### src/rtl/rft_pkg.sv
package rft_pkg;
  typedef enum logic [1:0] {
    ST_IDLE = 2'd0,
    ST_NET  = 2'd1,
    ST_NODE = 2'd2,
    ST_BODY = 2'd3
  } rft_state_e;
endpackage

### src/rtl/rft_addr_match.sv
module rft_addr_match #(
  parameter int DW = 8
) (
  input  logic [DW-1:0] rx_byte,
  input  logic [DW-1:0] net_id,
  input  logic [DW-1:0] node_id,
  output logic          net_hit,
  output logic          node_hit
);
  assign net_hit  = (rx_byte == net_id);
  assign node_hit = (rx_byte == node_id);
endmodule

### src/rtl/rft_len_unit.sv
module rft_len_unit #(
  parameter int DW        = 8,
  parameter int OFS_W     = 2,
  parameter int CRC_BYTES = 2
) (
  input  logic             clk,
  input  logic             rst_n,
  input  logic             clear,
  input  logic             take,
  input  logic             fixed_mode,
  input  logic [DW-1:0]    fixed_len,
  input  logic [OFS_W-1:0] size_ofs,
  input  logic [DW-1:0]    rx_byte,
  output logic             last
);
  localparam int CW = DW + 2;

  logic [CW-1:0] cnt;
  logic [DW-1:0] size_q;
  logic          size_ok;
  logic [DW-1:0] fixed_eff;
  logic [DW-1:0] size_min;
  logic [DW-1:0] size_eff;
  logic [DW-1:0] len_eff;
  logic          have_len;
  logic [CW-1:0] last_idx;

  assign fixed_eff = (fixed_len < DW'(2)) ? DW'(2) : fixed_len;
  assign size_min  = DW'(size_ofs) + DW'(1);
  assign size_eff  = (size_q < size_min) ? size_min : size_q;
  assign len_eff   = fixed_mode ? fixed_eff : size_eff;
  assign have_len  = fixed_mode | size_ok;
  assign last_idx  = CW'(len_eff) + CW'(CRC_BYTES - 1);
  assign last      = take && have_len && (cnt == last_idx);

  always_ff @(posedge clk or negedge rst_n) begin
    if (!rst_n) begin
      cnt     <= '0;
      size_q  <= '0;
      size_ok <= 1'b0;
    end else if (clear) begin
      cnt     <= '0;
      size_ok <= 1'b0;
    end else if (take) begin
      cnt <= cnt + CW'(1);
      if (!fixed_mode && cnt == CW'(size_ofs)) begin
        size_q  <= rx_byte;
        size_ok <= 1'b1;
      end
    end
  end


  cnt_bound_chk: assert property (@(posedge clk) disable iff (!rst_n)
    (have_len && !clear) |-> (cnt <= last_idx));


  size_known_chk: assert property (@(posedge clk) disable iff (!rst_n)
    (take && !clear && !fixed_mode && cnt > CW'(size_ofs)) |-> size_ok);
endmodule

### src/rtl/rx_frame_tracker.sv
module rx_frame_tracker #(
  parameter int DW        = 8,
  parameter int OFS_W     = 2,
  parameter int CRC_BYTES = 2
) (
  input  logic             clk,
  input  logic             rst_n,
  input  logic             cfg_fixed,
  input  logic [DW-1:0]    cfg_len,
  input  logic [OFS_W-1:0] cfg_size_ofs,
  input  logic             cfg_net_en,
  input  logic [DW-1:0]    cfg_net_id,
  input  logic             cfg_node_en,
  input  logic [DW-1:0]    cfg_node_id,
  input  logic             pre_found,
  input  logic             byte_valid,
  input  logic [DW-1:0]    byte_data,
  input  logic             abort,
  output logic             fifo_wvalid,
  output logic [DW-1:0]    fifo_wdata,
  input  logic             fifo_wready,
  output logic             pkt_start,
  output logic             pkt_end,
  output logic             ovf_pulse
);
  import rft_pkg::*;

  rft_state_e st;
  logic       net_hit;
  logic       node_hit;
  logic       body_take;
  logic       last_byte;

  rft_addr_match #(.DW(DW)) u_match (
    .rx_byte  (byte_data),
    .net_id   (cfg_net_id),
    .node_id  (cfg_node_id),
    .net_hit  (net_hit),
    .node_hit (node_hit)
  );

  assign body_take   = (st == ST_BODY) && byte_valid && !abort;
  assign fifo_wvalid = body_take;
  assign fifo_wdata  = byte_data;

  rft_len_unit #(.DW(DW), .OFS_W(OFS_W), .CRC_BYTES(CRC_BYTES)) u_len (
    .clk        (clk),
    .rst_n      (rst_n),
    .clear      (st != ST_BODY),
    .take       (body_take),
    .fixed_mode (cfg_fixed),
    .fixed_len  (cfg_len),
    .size_ofs   (cfg_size_ofs),
    .rx_byte    (byte_data),
    .last       (last_byte)
  );

  always_ff @(posedge clk or negedge rst_n) begin
    if (!rst_n) begin
      st        <= ST_IDLE;
      pkt_start <= 1'b0;
      pkt_end   <= 1'b0;
      ovf_pulse <= 1'b0;
    end else begin
      pkt_start <= 1'b0;
      pkt_end   <= 1'b0;
      ovf_pulse <= 1'b0;
      if (abort) begin
        st <= ST_IDLE;
      end else begin
        unique case (st)
          ST_IDLE: if (pre_found) begin
            if (cfg_net_en)       st <= ST_NET;
            else if (cfg_node_en) st <= ST_NODE;
            else begin
              st        <= ST_BODY;
              pkt_start <= 1'b1;
            end
          end
          ST_NET: if (byte_valid) begin
            if (!net_hit)         st <= ST_IDLE;
            else if (cfg_node_en) st <= ST_NODE;
            else begin
              st        <= ST_BODY;
              pkt_start <= 1'b1;
            end
          end
          ST_NODE: if (byte_valid) begin
            if (!node_hit) st <= ST_IDLE;
            else begin
              st        <= ST_BODY;
              pkt_start <= 1'b1;
            end
          end
          ST_BODY: if (byte_valid) begin
            ovf_pulse <= !fifo_wready;
            if (last_byte) begin
              pkt_end <= 1'b1;
              st      <= ST_IDLE;
            end
          end
          default: st <= ST_IDLE;
        endcase
      end
    end
  end


  ovf_cause_chk: assert property (@(posedge clk) disable iff (!rst_n)
    ovf_pulse |-> $past(byte_valid && !fifo_wready && !abort));


  abort_quiet_chk: assert property (@(posedge clk) disable iff (!rst_n)
    abort |=> (st == ST_IDLE && !pkt_end && !pkt_start));


  start_body_chk: assert property (@(posedge clk) disable iff (!rst_n)
    pkt_start |-> (st == ST_BODY && !pkt_end));


  end_cause_chk: assert property (@(posedge clk) disable iff (!rst_n)
    pkt_end |-> ($past(st == ST_BODY && byte_valid) && st == ST_IDLE));
endmodule

### config.mk
export PLATFORM = sky130hd
export DESIGN_NAME = rx_frame_tracker
export DESIGN_NICKNAME = d
export VERILOG_FILES = /design/src/rtl/rft_pkg.sv /design/src/rtl/rft_addr_match.sv /design/src/rtl/rft_len_unit.sv /design/src/rtl/rx_frame_tracker.sv
export SDC_FILE = /design/constraint.sdc
export NUM_CORES = 1
export LEC_CHECK = 0
export BUFFER_PORTS_ARGS = -buffer_cell sky130_fd_sc_hd__buf_4
export CORE_MARGIN = 1.5
export CORE_UTILIZATION = 38
export DETAILED_ROUTE_END_ITERATION = 12
export PLACE_DENSITY_LB_ADDON = 0.08
export SKIP_LAST_GASP = 1
export SLEW_MARGIN = 20
export SYNTH_ARGS = -nofsm -noshare
export SYNTH_HDL_FRONTEND = slang
export SYNTH_HIERARCHICAL = 1
export SYNTH_SLANG_ARGS = --single-unit
### constraint.sdc
create_clock -name clk -period 3.3 [get_ports clk]
set_input_delay 0.33 -clock clk [delete_from_list [all_inputs] [get_ports clk]]
set_output_delay 0.33 -clock clk [all_outputs]
set_load 0.1 [all_outputs]
==> impl.org <==
** Outcome
- Result of the run :: finished, final reports clean

** Critical path
- The critical path contains buffers and inverters numbering 0 combined.
- Worst path required time :: 3490 ps
- The signal on the critical path passes through ha_4, o21ai_4, o211a_1, o311a_4, ha_4, xor2_2, nor4b_2, nand3_1, a2111oi_4, nand2_1, a221oi_4, mux2i_1.
- Logic depth of the worst register-to-register path :: 12
- Critical R2R Capture :: st[0]$_DFFE_PN0P_
- The worst setup path is captured at a flip-flop.
- The startpoint identified for the worst register-to-register timing path is u_len/size_q[1]$_DFFE_PN0P_.
- Worst reg-to-reg setup slack :: 20 ps
- Tracing the worst setup path back leads to its startpoint at u_len/size_q[1]$_DFFE_PN0P_.
- Most used cell along the critical path :: ha_4
- Broken down by cell family, the worst path's largest delay share belongs to compound AO/OA/AOI/OAI gates.
- Maximum net fanout on the critical path :: 3
- Instance count on the critical path :: 12
- In this run the worst setup path terminates at st[0]$_DFFE_PN0P_.
- Cell type of the slowest stage on the worst timing path :: dfrtp_1
- On the worst path, the slowest cell contributes a delay of 430 ps.
- Category of the most critical setup path :: reg2reg
- For the worst setup path, the data arrival time is 3470 ps.
- Critical path startpoint category :: flip-flop

** Detailed routing
- Before antenna repair, the detailed router went through 4 iterations.
- Via-to-Cell Ratio :: 5.05
- Dividing the detail-routed wire length by the instance count gives 14.7 um.
- In this run the remaining antenna-violating nets after routing total 0.
- In the routed design, unresolved DRC markers number 0.
- Vias post-DR :: 1749
- Summed over all layers, the routed wires come to 5080 um.
- The detailed router finished its first iteration with 84 violations.

** Place
- Routability-driven placement finished with a final weighted congestion of 0.823.
- Post-Place Cell Area :: 2550 um2
- Number of port buffers :: 54
- HPWL after detailed placement :: 3740 um

** STA
- The max-slew violation count is 0.
- The clock period could shrink to 3280 ps.
- Setup repair after global routing missed its margin :: true
- The count of final hold-check violations was 0.
- Layout Skew :: 12.7 ps
- At the pin with the least slew margin, the transition time is 554 ps.
- Max-slew headroom at the worst pin :: 62.6%
- Share of the cycle needed by the critical path after routing :: 99.4%
- Final setup viols :: 0
- For this run, the top clock speed supported by timing is 305 MHz.

** Floorplan
- The floorplan step defined a core boundary enclosing 5110 um2.
- Floorplan die height :: 75.8 um
- Rows :: 26
- X dimension of the die :: 75.8 um
- The floorplan step defined a die boundary enclosing 5740 um2.
- The initial utilization of the core area, before any placement, comes to 39.4%.
- During I/O placement, the number of pins put on the boundary was 55.

** Job
- The tool flagged a number of max-cap violations equal to 0.

** Synth
- The Yosys step of the flow raised 6 warnings.
- Netlist Area Pre-Place :: 2010 um2
- After Yosys synthesis, XOR and XNOR cells account for 14.8% of the synthesized area.
- Synthesis produced a netlist whose cell count is 214.
- Sequential-to-total area share from yosys stat :: 29.9%
- Flop and latch count out of synthesis :: 24
- In the post-synthesis netlist, the cell with the most instances is dfrtp_1.
- Most common flop cell mapped by yosys :: dfrtp_1
- The biggest area contributor in the post-synthesis netlist is dfrtp_1.
- The synthesized netlist devotes 21.5% of its cell area to simple gates.
- The top cell type by area accounts for 29.9% of the synthesized area.
- Top cells by area in the synthesized netlist :: dfrtp_1 30%, xnor2_1 8.7%, ha_1 6.2%
- Async S/R FF share, synth :: 100%
- Adder-Cell Fraction of Synth Area :: 6.22%
- After synthesis, the largest family of logic cells by area is simple AND/OR/NAND/NOR gates.
- The synthesized netlist devotes 13.7% of its cell area to compound gates.
- The number of nets handed over by synthesis was 267.
- After synthesis, the share of cell area in mux cells is 6.90%.
- Synth unique cells :: 56
- A synthesized cell averages 9.40 um2.
- Cell types with the highest counts after synthesis :: 24 x dfrtp_1, 20 x xnor2_1, 14 x nand2_1, 14 x nor2_1, 14 x xor2_1
- Yosys mapped a number of flops with a built-in enable equal to 0.

** Global route
- Pin count of the biggest net entering global routing :: 25
- Met2 track demand over resource :: 28.5%
- Remaining global-route overflow :: 0
- Global routing consumed, over all layers together, 18.2% of the routing resources.
- met2 is the most crowded layer.
- The first global-routing pass estimated 7960 um of wire.
- In the global route stage, met3 resource usage came out at 2.65%.
- The via count of the first global-routing pass is 1720.
- Global routing met1 resource utilization :: 25.8%
- Number of antenna violations at the first check in global routing :: 0

** Clock network
- At the later pin of the worst-skew pair, clock insertion delay measures 270 ps.
- For this design, the sink count on the clock tree is 24.
- Root Buffer Master :: clkbuf_8
- Clock-pin slew was measured on the worst setup and hold paths at 100 ps.
- TritonCTS built the clock tree.
- Clock tree buffer depth :: 2
- CTS H-tree lvls :: 1
- Cts bufs inserted :: 3

** Power and ir drop
- Switching part of the total power :: 33.3%
- For this design the static power due to leakage is 1.23 nW.
- After layout, the design draws a total of 0.955 mW.
- VDD IR max :: 0.000182 V
- Combinational cell fraction of total power :: 38.8%
- Share of total power in sequential cells :: 33.9%
- P_int :: 0.637 mW
- Total net switching power :: 0.318 mW
- The share of total power dissipated in the clock network is 27.3%.
- Total power density per cell area :: 339 nW/um2

** Final layout
- With fillers left out, the area of the finished cells amounts to 2820 um2.
- 0 antenna diodes ended up in the layout.
- The post-route netlist has 36.6% of its cells at a drive strength greater than 1.
- Relative to the synthesized area, the layout overhead comes to 40.1%.
- In the final design database the tool counted 330 nets.
- Number of filler instances in the final layout :: 470

** Min path
- Instance count along the most critical hold path :: 2
- The worst hold path belongs to the class in2reg.
## layer usage
layer	share of wire, %	up-vias
met2	46	42
met3	3.6	8
met4	1.4	0
li1	-	883
met1	49	816
met5	0	-
## metrics by stage
step	hold WS [ps]	TNS [ps]	std cells	worst slack, ps	utilization, %
after CTS	192	0	344	3.82	52.9
after global routing	188	-250	346	-133	55.2
after detailed placement	249	-769	337	-393	49.9
after floorplan	34.4	0	214	6.69	-
final	190	0	346	21.4	55.2
after global placement	248	-593	337	-298	49.9
## how the worst min path moves through the flow
stage / from / end / slack, ps
3_3_place_gp: rst_n / u_len/cnt[6]$_DFFE_PN0P_ / 250
2_1_floorplan: rst_n / ovf_pulse$_DFF_PN0_ / 30
5_1_grt: fifo_wready / ovf_pulse$_DFF_PN0_ / 190
6_report: fifo_wready / ovf_pulse$_DFF_PN0_ / 190
4_1_cts: fifo_wready / ovf_pulse$_DFF_PN0_ / 190
3_5_place_dp: rst_n / u_len/cnt[4]$_DFFE_PN0P_ / 250
## cells by family after synthesis
| group | after synthesis |
|---|---|
| fa+ha+maj | 10 |
| simple gates | 72 |
| compound gates | 32 |
| mux | 13 |
| flops | 24 |
| xor+xnor | 34 |
| buf+inv | 29 |
## worst register-to-register path, cell delays in order (launching register included)
cell and delay (ps):
dfrtp_1 430, ha_4 300, o21ai_4 70, o211a_1 240
o311a_4 340, ha_4 250, xor2_2 150, nor4b_2 330
nand3_1 160, a2111oi_4 250, nand2_1 150, a221oi_4 320
mux2i_1 210
## state kept, by name (all words and copies together), names as in the netlist
name,cells
u_len/size_ok,1
u_len/size_q,8
u_len/cnt,10
pkt_start,1
pkt_end,1
st,2
ovf_pulse,1
## power by group through the flow
stage / clock network (mW) / logic, mW / registers, mW
detailed placement: 0 / 0.328 / 0.328
CTS: 0.265 / 0.340 / 0.323
finish: 0.261 / 0.371 / 0.324
floorplan: 0 / 0.217 / 0.332
global placement: 0 / 0.329 / 0.329
global route: 0.279 / 0.404 / 0.326
## cells in the final DEF, fill, tap and decap left out, drive strengths merged, types with 2 or more instances in the layout
cell type | Yosys | final
a21oi | 4 | 4
a221oi | 2 | 2
and2 | 2 | 2
and3 | 3 | 3
buf | 10 | 73
clkbuf | 6 | 3
dfrtp | 24 | 24
ha | 10 | 10
inv | 13 | 13
mux2 | 7 | 7
mux2i | 6 | 6
nand2 | 14 | 14
nand3 | 2 | 2
nand3b | 2 | 2
nand4 | 9 | 9
nor2 | 14 | 14
nor2b | 3 | 3
nor3 | 4 | 4
nor3b | 3 | 3
nor4 | 4 | 4
nor4b | 3 | 3
o2111ai | 2 | 2
o211ai | 3 | 3
o21ai | 5 | 5
o311ai | 3 | 3
or3 | 3 | 3
or4 | 2 | 2
xnor2 | 20 | 20
xor2 | 14 | 14
## repair_timing
action / in CTS / in global routing
endpoints found under the hold margin: 24 / 0
resized for setup: 8 / 12
endpoints found under the setup margin: 2 / 2
buffers inserted: 2 / 2
hold buffers: 1 / 0
pin swaps: 6 / 14
## area by class of cell
class	instances	area, um2	share of cell area (%)
tap	70	87.6	3.11
clock inverter	1	30.0	1.07
clock buffer	3	41.3	1.46
sequential	24	601	21.3
inverter	13	48.8	1.73
multi-input combinational	161	1430	50.8
timing repair buffer	74	578	20.5
Power figures use the tool's default switching activity.
